===== config.mk =====
export PLATFORM = sky130hd
export DESIGN_NAME = ext_bank_decoder
export DESIGN_NICKNAME = d
export VERILOG_FILES = /design/src/rtl/ebd_pkg.sv /design/src/rtl/ebd_cfg_regs.sv /design/src/rtl/ebd_addr_decode.sv /design/src/rtl/ebd_lane_steer.sv /design/src/rtl/ebd_access_seq.sv /design/src/rtl/ext_bank_decoder.sv
export SDC_FILE = /design/constraint.sdc
export NUM_CORES = 1
export LEC_CHECK = 0
export ABC_AREA = 1
export BUFFER_PORTS_ARGS = -buffer_cell sky130_fd_sc_hd__buf_4
export CAP_MARGIN = 20
export CORE_UTILIZATION = 52
export CTS_CLUSTER_SIZE = 16
export DETAILED_ROUTE_END_ITERATION = 7
export PLACE_DENSITY_LB_ADDON = 0.1
export REMOVE_ABC_BUFFERS = 1
export SLEW_MARGIN = 10
export SYNTH_ARGS = -nofsm -noshare
export SYNTH_HDL_FRONTEND = slang
export SYNTH_SLANG_ARGS = --single-unit

===== constraint.sdc =====
create_clock -name clk -period 2.6 [get_ports clk]
set_input_delay 0 -clock clk [delete_from_list [all_inputs] [get_ports clk]]
set_output_delay 0 -clock clk [all_outputs]
set_load 0.01 [all_outputs]

===== src/rtl/ebd_pkg.sv =====
package ebd_pkg;

  typedef enum logic [1:0] {
    ACC_IDLE   = 2'd0,
    ACC_SETUP  = 2'd1,
    ACC_STROBE = 2'd2
  } acc_state_e;

endpackage


===== src/rtl/ebd_cfg_regs.sv =====
module ebd_cfg_regs #(
  parameter int NUM_BANKS   = 4,
  parameter int SIZE_CODE_W = 4,
  parameter int WAIT_W      = 4,
  parameter int CFG_DW      = 8,
  parameter int CFG_AW      = 3
) (
  input  logic                                clk,
  input  logic                                rst,
  input  logic                                cfg_we,
  input  logic [CFG_AW-1:0]                   cfg_addr,
  input  logic [CFG_DW-1:0]                   cfg_wdata,
  output logic [SIZE_CODE_W-1:0]              size_code,
  output logic [NUM_BANKS-1:0][WAIT_W-1:0]    wait_cnt
);

  logic unused_cfg_bits;
  assign unused_cfg_bits = ^cfg_wdata;

  always_ff @(posedge clk) begin
    if (rst) begin
      size_code <= '0;
    end else if (cfg_we && cfg_addr == '0) begin
      size_code <= cfg_wdata[SIZE_CODE_W-1:0];
    end
  end

  for (genvar gi = 0; gi < NUM_BANKS; gi++) begin : g_wait
    logic [WAIT_W-1:0] wq;
    always_ff @(posedge clk) begin
      if (rst) begin
        wq <= '1;
      end else if (cfg_we && cfg_addr == CFG_AW'(gi + 1)) begin
        wq <= cfg_wdata[WAIT_W-1:0];
      end
    end
    assign wait_cnt[gi] = wq;
  end

endmodule


===== src/rtl/ebd_addr_decode.sv =====
module ebd_addr_decode #(
  parameter int          ADDR_W       = 32,
  parameter int unsigned BANK_BASE    = 32'h0040_0000,
  parameter int          NUM_BANKS    = 4,
  parameter int          MIN_SIZE_LOG = 13,
  parameter int          SIZE_CODE_W  = 4,
  parameter int          BANK_W       = 2
) (
  input  logic [ADDR_W-1:0]      addr,
  input  logic [SIZE_CODE_W-1:0] size_code,
  output logic                   hit,
  output logic [BANK_W-1:0]      bank
);

  localparam int SH_W = $clog2(ADDR_W) + 1;

  logic [ADDR_W-1:0] offset;
  logic [ADDR_W-1:0] index;
  logic [SH_W-1:0]   shamt;
  logic              below;

  always_comb begin
    below  = addr < ADDR_W'(BANK_BASE);
    offset = addr - ADDR_W'(BANK_BASE);
    shamt  = SH_W'(MIN_SIZE_LOG) + SH_W'(size_code);
    index  = offset >> shamt;
    hit    = !below && (index < ADDR_W'(NUM_BANKS));
    bank   = index[BANK_W-1:0];
  end

endmodule


===== src/rtl/ebd_lane_steer.sv =====
module ebd_lane_steer #(
  parameter int DATA_W   = 32,
  parameter int BYTE_W   = 8,
  parameter int LANE_LSB = 16
) (
  input  logic [DATA_W-1:0] wide_wdata,
  output logic [BYTE_W-1:0] wr_byte,
  input  logic [BYTE_W-1:0] rd_byte,
  output logic [DATA_W-1:0] wide_rdata
);

  logic unused_wide_bits;
  assign unused_wide_bits = ^wide_wdata;

  assign wr_byte = wide_wdata[LANE_LSB +: BYTE_W];

  for (genvar gb = 0; gb < DATA_W; gb++) begin : g_bit
    if (gb >= LANE_LSB && gb < LANE_LSB + BYTE_W) begin : g_lane
      assign wide_rdata[gb] = rd_byte[gb - LANE_LSB];
    end else begin : g_zero
      assign wide_rdata[gb] = 1'b0;
    end
  end

endmodule


===== src/rtl/ebd_access_seq.sv =====
module ebd_access_seq
  import ebd_pkg::*;
#(
  parameter int NUM_BANKS = 4,
  parameter int BANK_W    = 2,
  parameter int WAIT_W    = 4,
  parameter int PADDR_W   = 4,
  parameter int BYTE_W    = 8
) (
  input  logic                             clk,
  input  logic                             rst,
  input  logic                             start,
  input  logic                             start_we,
  input  logic [BANK_W-1:0]                start_bank,
  input  logic [PADDR_W-1:0]               start_paddr,
  input  logic [BYTE_W-1:0]                start_wbyte,
  input  logic [NUM_BANKS-1:0][WAIT_W-1:0] wait_cnt,
  input  logic [BYTE_W-1:0]                ext_din,
  output logic                             busy,
  output logic [NUM_BANKS-1:0]             sel_n,
  output logic                             rd_n,
  output logic                             wr_n,
  output logic                             dout_oe,
  output logic [BYTE_W-1:0]                dout,
  output logic [PADDR_W-1:0]               paddr,
  output logic                             done,
  output logic [BYTE_W-1:0]                rd_byte
);

  acc_state_e          state;
  logic [BANK_W-1:0]   bank_q;
  logic                we_q;
  logic [WAIT_W-1:0]   cnt;

  assign busy = state != ACC_IDLE;

  always_ff @(posedge clk) begin
    if (rst) begin
      state   <= ACC_IDLE;
      bank_q  <= '0;
      we_q    <= 1'b0;
      cnt     <= '0;
      sel_n   <= '1;
      rd_n    <= 1'b1;
      wr_n    <= 1'b1;
      dout_oe <= 1'b0;
      dout    <= '0;
      paddr   <= '0;
      done    <= 1'b0;
      rd_byte <= '0;
    end else begin
      done <= 1'b0;
      case (state)
        ACC_IDLE: begin
          if (start) begin
            bank_q <= start_bank;
            we_q   <= start_we;
            paddr  <= start_paddr;
            dout   <= start_wbyte;
            state  <= ACC_SETUP;
          end
        end
        ACC_SETUP: begin
          sel_n   <= ~(NUM_BANKS'(1) << bank_q);
          rd_n    <= we_q;
          wr_n    <= !we_q;
          dout_oe <= we_q;
          cnt     <= wait_cnt[bank_q];
          state   <= ACC_STROBE;
        end
        ACC_STROBE: begin
          if (cnt == '0) begin
            sel_n   <= '1;
            rd_n    <= 1'b1;
            wr_n    <= 1'b1;
            dout_oe <= 1'b0;
            done    <= 1'b1;
            rd_byte <= we_q ? '0 : ext_din;
            state   <= ACC_IDLE;
          end else begin
            cnt <= cnt - 1'b1;
          end
        end
        default: state <= ACC_IDLE;
      endcase
    end
  end

endmodule


===== src/rtl/ext_bank_decoder.sv =====
module ext_bank_decoder #(
  parameter int          ADDR_W       = 32,
  parameter int          DATA_W       = 32,
  parameter int          BYTE_W       = 8,
  parameter int          LANE_LSB     = 16,
  parameter int          NUM_BANKS    = 4,
  parameter int unsigned BANK_BASE    = 32'h0040_0000,
  parameter int          MIN_SIZE_LOG = 13,
  parameter int          SIZE_CODE_W  = 4,
  parameter int          WAIT_W       = 4,
  parameter int          PADDR_W      = 4,
  parameter int          CFG_DW       = 8,
  parameter int          CFG_AW       = 3
) (
  input  logic                 clk,
  input  logic                 rst,
  input  logic                 cfg_we,
  input  logic [CFG_AW-1:0]    cfg_addr,
  input  logic [CFG_DW-1:0]    cfg_wdata,
  input  logic                 cpu_req,
  input  logic                 cpu_we,
  input  logic [ADDR_W-1:0]    cpu_addr,
  input  logic [DATA_W-1:0]    cpu_wdata,
  output logic [DATA_W-1:0]    cpu_rdata,
  output logic                 cpu_ack,
  output logic [NUM_BANKS-1:0] ext_sel_n,
  output logic                 ext_rd_n,
  output logic                 ext_wr_n,
  output logic [PADDR_W-1:0]   ext_addr,
  output logic [BYTE_W-1:0]    ext_dout,
  output logic                 ext_dout_oe,
  input  logic [BYTE_W-1:0]    ext_din
);

  localparam int BANK_W = (NUM_BANKS > 1) ? $clog2(NUM_BANKS) : 1;

  logic [SIZE_CODE_W-1:0]           size_code;
  logic [NUM_BANKS-1:0][WAIT_W-1:0] wait_cnt;
  logic                             hit;
  logic [BANK_W-1:0]                bank;
  logic                             busy;
  logic                             start;
  logic [BYTE_W-1:0]                wr_byte;
  logic [BYTE_W-1:0]                rd_byte;

  ebd_cfg_regs #(
    .NUM_BANKS(NUM_BANKS), .SIZE_CODE_W(SIZE_CODE_W), .WAIT_W(WAIT_W),
    .CFG_DW(CFG_DW), .CFG_AW(CFG_AW)
  ) u_cfg (
    .clk(clk), .rst(rst), .cfg_we(cfg_we), .cfg_addr(cfg_addr),
    .cfg_wdata(cfg_wdata), .size_code(size_code), .wait_cnt(wait_cnt)
  );

  ebd_addr_decode #(
    .ADDR_W(ADDR_W), .BANK_BASE(BANK_BASE), .NUM_BANKS(NUM_BANKS),
    .MIN_SIZE_LOG(MIN_SIZE_LOG), .SIZE_CODE_W(SIZE_CODE_W), .BANK_W(BANK_W)
  ) u_dec (
    .addr(cpu_addr), .size_code(size_code), .hit(hit), .bank(bank)
  );

  ebd_lane_steer #(
    .DATA_W(DATA_W), .BYTE_W(BYTE_W), .LANE_LSB(LANE_LSB)
  ) u_lane (
    .wide_wdata(cpu_wdata), .wr_byte(wr_byte),
    .rd_byte(rd_byte), .wide_rdata(cpu_rdata)
  );

  assign start = cpu_req && hit && !busy;

  ebd_access_seq #(
    .NUM_BANKS(NUM_BANKS), .BANK_W(BANK_W), .WAIT_W(WAIT_W),
    .PADDR_W(PADDR_W), .BYTE_W(BYTE_W)
  ) u_seq (
    .clk(clk), .rst(rst), .start(start), .start_we(cpu_we),
    .start_bank(bank), .start_paddr(cpu_addr[PADDR_W-1:0]),
    .start_wbyte(wr_byte), .wait_cnt(wait_cnt), .ext_din(ext_din),
    .busy(busy), .sel_n(ext_sel_n), .rd_n(ext_rd_n), .wr_n(ext_wr_n),
    .dout_oe(ext_dout_oe), .dout(ext_dout), .paddr(ext_addr),
    .done(cpu_ack), .rd_byte(rd_byte)
  );

endmodule


==> out/metrics.cfg, run 1 <==
[logic_synthesis]
synth_xor_area_share_pct=0.2667
synth_top_area_share_pct=34.74
synth_mux_area_share_pct=0
ys_warn_count=0
async_flop_share_pct=0
synth-seq-area-share_pct=34.74
synthAdderAreaFrac_pct=0.7619
synth-compound-area-share_pct=16.57
synth_area_leader_cell=dfxtp_1
postSynthCellCount=482
synth_area_leaders=dfxtp_1 35%, nand2_1 13%, nand3_1 8.8%
synth-edff-count=0
yosysUniqueCellTypes=38
netlist_area_sq_um=3284
synthSimpleGateAreaFrac_pct=32.11
synth_top_family_by_area=simple AND/OR/NAND/NOR gates
synth-main-ff-cell=dfxtp_1
synth.avg_cell_area_sq_um=6.814
synth-seq-cells=57

[finish]
n_antenna_cell=0
area_growth_syn_to_layout_pct=30.70
layout-drive-gt1-share_pct=19.83
nFillCells=504
fin_util_pct=71.66
fin_nets=675

[flow_run]
maxCapViolCount=0

[routing]
wire_per_inst_um=12.00
drtIter0Drc=209
wirelength_um=7977
drt_pre_antenna_iters=4
detail_route.drc_violations=0
drt-vias-per-instance=5.101
ant_nets=0
vias=3392

[cts]
clk-insertion-delay-late_ps=330
cts_tree=built
postCtsSetupRepairBufs=0
clk_path_buf_depth=2
cts_sinks=57
root_buffer=clkbuf_8
h-tree-depth=3
numCtsBuffers=9
clkTransAtPathRegs_ps=70

[grt]
grt_antenna_before_repair=0
grt.busiest_layer=met2
gr-total-overflow=0
track_usage_pct=25.77
use_met1_pct=31.24
met3_usage_pct=6.000
grt_pass1_wl_um=13280
grt_util_met2_pct=44.58
grt_max_degree=37
grt_pass1_vias=3121

[placed_design]
gp_congestion=0.8198
hpwlAfterDp_um=5372
post-place-ws_ps=307.4
port_buffers=78

[die]
die_w_um=81.48
io_pins=140
rows=28
die-area_sq_um=6638
fp.dieH_um=81.48
start_util_pct=54.82
coreArea_sq_um=5991

[sta]
drv_slew=0
setup_viol=0
fmax_ghz=0.4359
hold_viol_final=0
tns_ps=0
rsz0062_at_grt=false
timing.hold.ws_ps=36.76
setup_ws_ps=305.9
skew_ps=11.19
tightest_slew_ps=736.6
layout_min_cycle_time_ps=2294
maxSlewHeadroom_pct=50.44
fin_crit_sh_pct=88.24

[status]
outcome=completed

[power]
ir_drop_mv=0.4385
power.density_nw_per_um2=502.8
leakage_uw=0.002107

[setup_path]
r2r-start=u_cfg.size_code[1]$_SDFFE_PP0P_
worstSetupPathType=reg -> reg
end_kind=flop
crit_path_start=u_cfg.size_code[1]$_SDFFE_PP0P_
crit_fanout=26
cp.arrival_ps=2520
worstPathRequired_ps=2830
start_kind=flop

[hold_path]
hold_path.class=in -> reg
hold_path_startpoint=cfg_addr[2]

==> through the flow <==
step | area [sq um] | instances | power [uW]
final | 4293 | 665 | 2158
after global routing | 4293 | 665 | 2246
after CTS | 4292 | 665 | 2160
after detailed placement | 3792 | 623 | 1166
after global placement | 3792 | 623 | 1161
after floorplan | 3063 | 465 | 1059
==> path summary, 6_finish.rpt <==
path | end | slack [ps] | cells after the start
setup / recovery | u_seq.dout[0]$_SDFFE_PP0P_ | 310 | 11
hold reg to reg | u_seq.wr_n$_SDFFE_PP1P_ | 450 | 2
hold / removal | u_cfg.g_wait[1].wq[1]$_SDFFE_PP1P_ | 40 | 4
setup reg to reg | u_seq.dout[0]$_SDFFE_PP0P_ | 310 | 11
==> final cells by class <==
type / instances / area, sq um / area share [%]
well taps: 75 / 93.84 / 2.186
repair buffers: 109 / 895.9 / 20.87
multi-input cells: 355 / 1723 / 40.13
inverters: 53 / 198.9 / 4.634
clock inverters: 4 / 73.82 / 1.720
flip-flops and latches: 57 / 1142 / 26.61
clock buffers: 12 / 165.2 / 3.847
==> per-layer routing <==
layer / vias to the layer above / part of all wire, % / routed length [um]
li1: 1743 / - / -
met5: - / 0 / 0
met4: 0 / 1.1 / 90
met2: 88 / 50 / 3973
met3: 12 / 4.6 / 364
met1: 1549 / 44 / 3549
==> cells by family after synthesis <==
family                     Yosys count
DFF                                 57
AOI/OAI and AO/OA                   88
other                                1
buffers and inverters               93
adders and majority gates            2
and+or+nand+nor                    240
xor gates and xnor gates             1
==> repair_timing <==
action                                  in CTS  in global routing
endpoints found under the setup margin       0                  8
resized for setup                            0                  1
hold endpoints to repair                    42                  0
hold buffers                                26                  0
==> worst max-delay path, cell delays in order, from the launching register on <==
cell	delay, ps
dfxtp_1	570
inv_1	310
nand2_1	130
o21ai_0	110
or2_1	250
o21ai_1	120
nand4_1	130
nand2_2	150
buf_12	190
nand3_1	100
nand2_1	80
nor2_1	40
==> sequential cells by signal, indices dropped and copies added (netlist names) <==
register	cells
u_cfg.g_wait.wq	16
u_seq.dout	8
u_seq.rd_byte	8
u_cfg.size_code	4
u_seq.cnt	4
u_seq.paddr	4
u_seq.sel_n	4
u_seq.bank_q	2
u_seq.state	2
u_seq.done	1
u_seq.dout_oe	1
u_seq.rd_n	1
u_seq.we_q	1
u_seq.wr_n	1
==> Yosys cell counts (all sizes together), types with 6 or more instances <==
cell    count
a21oi      31
a22oi       8
a32o        6
buf        36
dfxtp      57
inv        51
nand2     119
nand3      61
nand4       6
nor2       46
o211ai      6
o21ai      31
==> cells in the final DEF (no fill, tap or decap), types with 2 or more instances in the layout <==
master and count:
nor2_1 44, dlygate4sd3_1 26, clkinv_1 2, o21ai_0 26, or2_1 3, conb_1 24
nor2_2 2, o211ai_1 6, clkbuf_8 12, a21oi_2 2, inv_2 2, o21ai_1 4
nand3_1 58, nand3_2 3, dfxtp_1 56, a22oi_1 8, nand4_1 6, a21oi_1 28
ha_1 2, buf_4 82, bufinv_16 2, nand2_2 4, nand2_1 115, a32o_1 6
o21a_1 2, inv_1 49
==> power breakdown <==
| group | internal, uW | leakage [uW] | switching, uW | total (uW) |
|---|---|---|---|---|
| Combinational | 133 | 0.00152 | 155 | 288 |
| Clock | 618 | 0.000123 | 357 | 976 |
| Sequential | 884 | 0.000462 | 10.1 | 895 |
No activity file was read; power rests on OpenSTA's default activity.
==> run 2, diff against run 1 <==
==> constraint.sdc (replaced) <==
create_clock -name clk -period 2.6 [get_ports clk]
set_input_delay 0.39 -clock clk [delete_from_list [all_inputs] [get_ports clk]]
set_output_delay 0.39 -clock clk [all_outputs]
set_load 0.02 [all_outputs]
==> out/metrics.cfg, run 2 (synthesis results as in run 1) <==
[grt]
use_met1_pct=29.40  ; was 31.24%
met3_usage_pct=5.111  ; was 6.000%
track_usage_pct=23.39  ; was 25.77%
gr-total-overflow=0  ; unchanged
grt_pass1_vias=2849  ; was 3121
grt_antenna_before_repair=0  ; unchanged
grt.busiest_layer=met2  ; unchanged
grt_util_met2_pct=40.33  ; was 44.58%
grt_pass1_wl_um=12100  ; was 13280 um
grt_max_degree=37  ; unchanged

[status]
outcome=completed  ; unchanged

[cts]
clkTransAtPathRegs_ps=70  ; about the same
numCtsBuffers=9  ; unchanged
cts_sinks=57  ; unchanged
root_buffer=clkbuf_8  ; unchanged
clk-insertion-delay-late_ps=330  ; about the same
cts_hold_buf=0  ; was 26
cts_tree=built  ; unchanged
clk_path_buf_depth=2  ; unchanged
h-tree-depth=3  ; unchanged

[finish]
register_area_sq_um=1142  ; unchanged
n_antenna_cell=0  ; unchanged
fin_area_sq_um=4023  ; was 4293 sq um
reg_top3=u_cfg.g_wait.wq x16, u_seq.dout x8, u_seq.rd_byte x8  ; unchanged
multi_input_area_sq_um=1723  ; unchanged
layout-drive-gt1-share_pct=21.02  ; was 19.83%
nFillCells=544  ; was 504
layout_common_cells=115 x nand2_1, 84 x buf_4, 58 x nand3_1  ; was 115 x nand2_1, 82 x buf_4, 58 x nand3_1
layout_commonest_cell=nand2_1  ; unchanged
largest_register=u_cfg.g_wait.wq  ; unchanged
area_growth_syn_to_layout_pct=22.48  ; was 30.70%
largest_reg_flops=16  ; unchanged
fin_nets=652  ; was 675

[sta]
hold_viol_final=0  ; unchanged
tns_ps=0  ; unchanged
tightest_slew_ps=661.0  ; was 736.6 ps
layout_min_cycle_time_ps=2091  ; was 2294 ps
fmax_ghz=0.4783  ; was 0.4359 GHz
fin_crit_sh_pct=80.41  ; was 88.24%
maxSlewHeadroom_pct=55.53  ; was 50.44%
drv_slew=0  ; unchanged
skew_ps=12.08  ; was 11.19 ps
setup_viol=0  ; unchanged
rsz0062_at_grt=false  ; unchanged

[routing]
wire_per_inst_um=11.29  ; was 12.00 um
drt-vias-per-instance=5.081  ; was 5.101
detail_route.drc_violations=0  ; unchanged
wirelength_um=7239  ; was 7977 um
vias=3257  ; was 3392
drt_pre_antenna_iters=4  ; unchanged
drtIter0Drc=163  ; was 209
ant_nets=0  ; unchanged

[setup_path]
path_common_cell=nand2_1  ; unchanged
start_kind=flop  ; unchanged
crit_fanout=26  ; unchanged
crit_chain=inv_2, nand2_1, nand2_1, nand2_1, o21ai_0, or2_1, o21ai_1, nand4_1, nand2_2, buf_12, nand3_1, nand2_1, nor2_1  ; was inv_1, nand2_1, o21ai_0, or2_1, o21ai_1, nand4_1, nand2_2, buf_12, nand3_1, nand2_1, nor2_1
worstSetupPathType=reg -> reg  ; unchanged
end_kind=flop  ; unchanged
critPathSlowestCell=dfxtp_2  ; was dfxtp_1
worstPathRequired_ps=2820  ; was 2830 ps
cp.arrival_ps=2310  ; was 2520 ps
critPathMaxStageDelay_ps=480  ; was 570 ps

[die]
rows=28  ; unchanged
start_util_pct=54.82  ; unchanged
coreArea_sq_um=5991  ; unchanged
die_w_um=81.48  ; unchanged
die-area_sq_um=6638  ; unchanged
io_pins=140  ; unchanged
fp.dieH_um=81.48  ; unchanged

[placed_design]
hpwlAfterDp_um=5435  ; was 5372 um
port_buffers=78  ; unchanged
gp_congestion=0.8509  ; was 0.8198
placed_area_sq_um=3827  ; was 3792 sq um

[power]
power_frac_seq_pct=45.2  ; was 41.4%
swShare_pct=26.31  ; was 24.20%
leakage_uw=0.001988  ; was 0.002107 uW
p_comb_share_pct=13.9  ; was 13.4%
p_int_uw=1457  ; was 1636 uW
clkPwrFrac_pct=41.0  ; was 45.2%
ir_drop_mv=0.5250  ; was 0.4385 mV
power.density_nw_per_um2=491.5  ; was 502.8 nW/um^2
power.net_switching_uw=520.2  ; was 522.4 uW

[hold_path]
hold_path.class=in -> reg  ; unchanged

[flow_run]
maxCapViolCount=0  ; unchanged

[run 2: critical path, delay by kind of cell, from the launching register on]
family / cells / cell delay (ps)
AOI/OAI and AO/OA: 2 / 210
buffers and inverters: 2 / 360
and+or+nand+nor: 9 / 910
DFF: 1 / 480
[run 2: stage by stage]
stage | instances | power (uW) | hold WS (ps) | utilization, % | setup slack (ps)
floorplan | 465 | 1075 | 429.7 | - | 312.0
global placement | 626 | 1179 | 441.7 | 63.89 | 306.2
detailed placement | 626 | 1184 | 447.0 | 63.89 | 251.3
CTS | 641 | 1989 | 298.3 | 67.13 | 296.8
global route | 641 | 2066 | 301.7 | 67.15 | 230.3
finish | 641 | 1977 | 304.2 | 67.15 | 509.4
[run 2: power groups by stage]
stage / combinational [uW] / clock, uW / sequential, uW
finish: 274 / 810 / 893
global route: 308 / 865 / 894
CTS: 273 / 823 / 893
detailed placement: 272 / 0 / 912
global placement: 267 / 0 / 912
floorplan: 163 / 0 / 912
[run 2: final timing paths]
check | depth (start not counted) | from | slack [ps] | to
min | 2 | ext_din[4] | 300 | u_seq.rd_byte[4]$_SDFFE_PP0P_
min reg2reg | 2 | u_seq.wr_n$_SDFFE_PP1P_ | 460 | u_seq.wr_n$_SDFFE_PP1P_
max reg2reg | 13 | u_cfg.size_code[0]$_SDFFE_PP0P_ | 510 | u_seq.dout[0]$_SDFFE_PP0P_
max | 13 | u_cfg.size_code[0]$_SDFFE_PP0P_ | 510 | u_seq.dout[0]$_SDFFE_PP0P_
[run 2: timing repair]
item,in CTS,in global routing
endpoints found under the setup margin,0,3
buffers inserted,0,0
gates resized for setup,0,1
[run 2: routing by layer]
| layer | routed length (um) | part of all wire, % |
|---|---|---|
| met1 | 3370 | 47 |
| met2 | 3409 | 47 |
| met3 | 391 | 5.4 |
| met4 | 67 | 0.93 |
| met5 | 0 | 0 |
[run 2: final cells by class]
type	instances	share of cell area (%)
timing repair buffer	86	16.67
tap	75	2.333
inverter	53	4.946
clock inverter	5	1.400
sequential	57	28.40
clock buffer	10	3.421
multi-input combinational	355	42.83
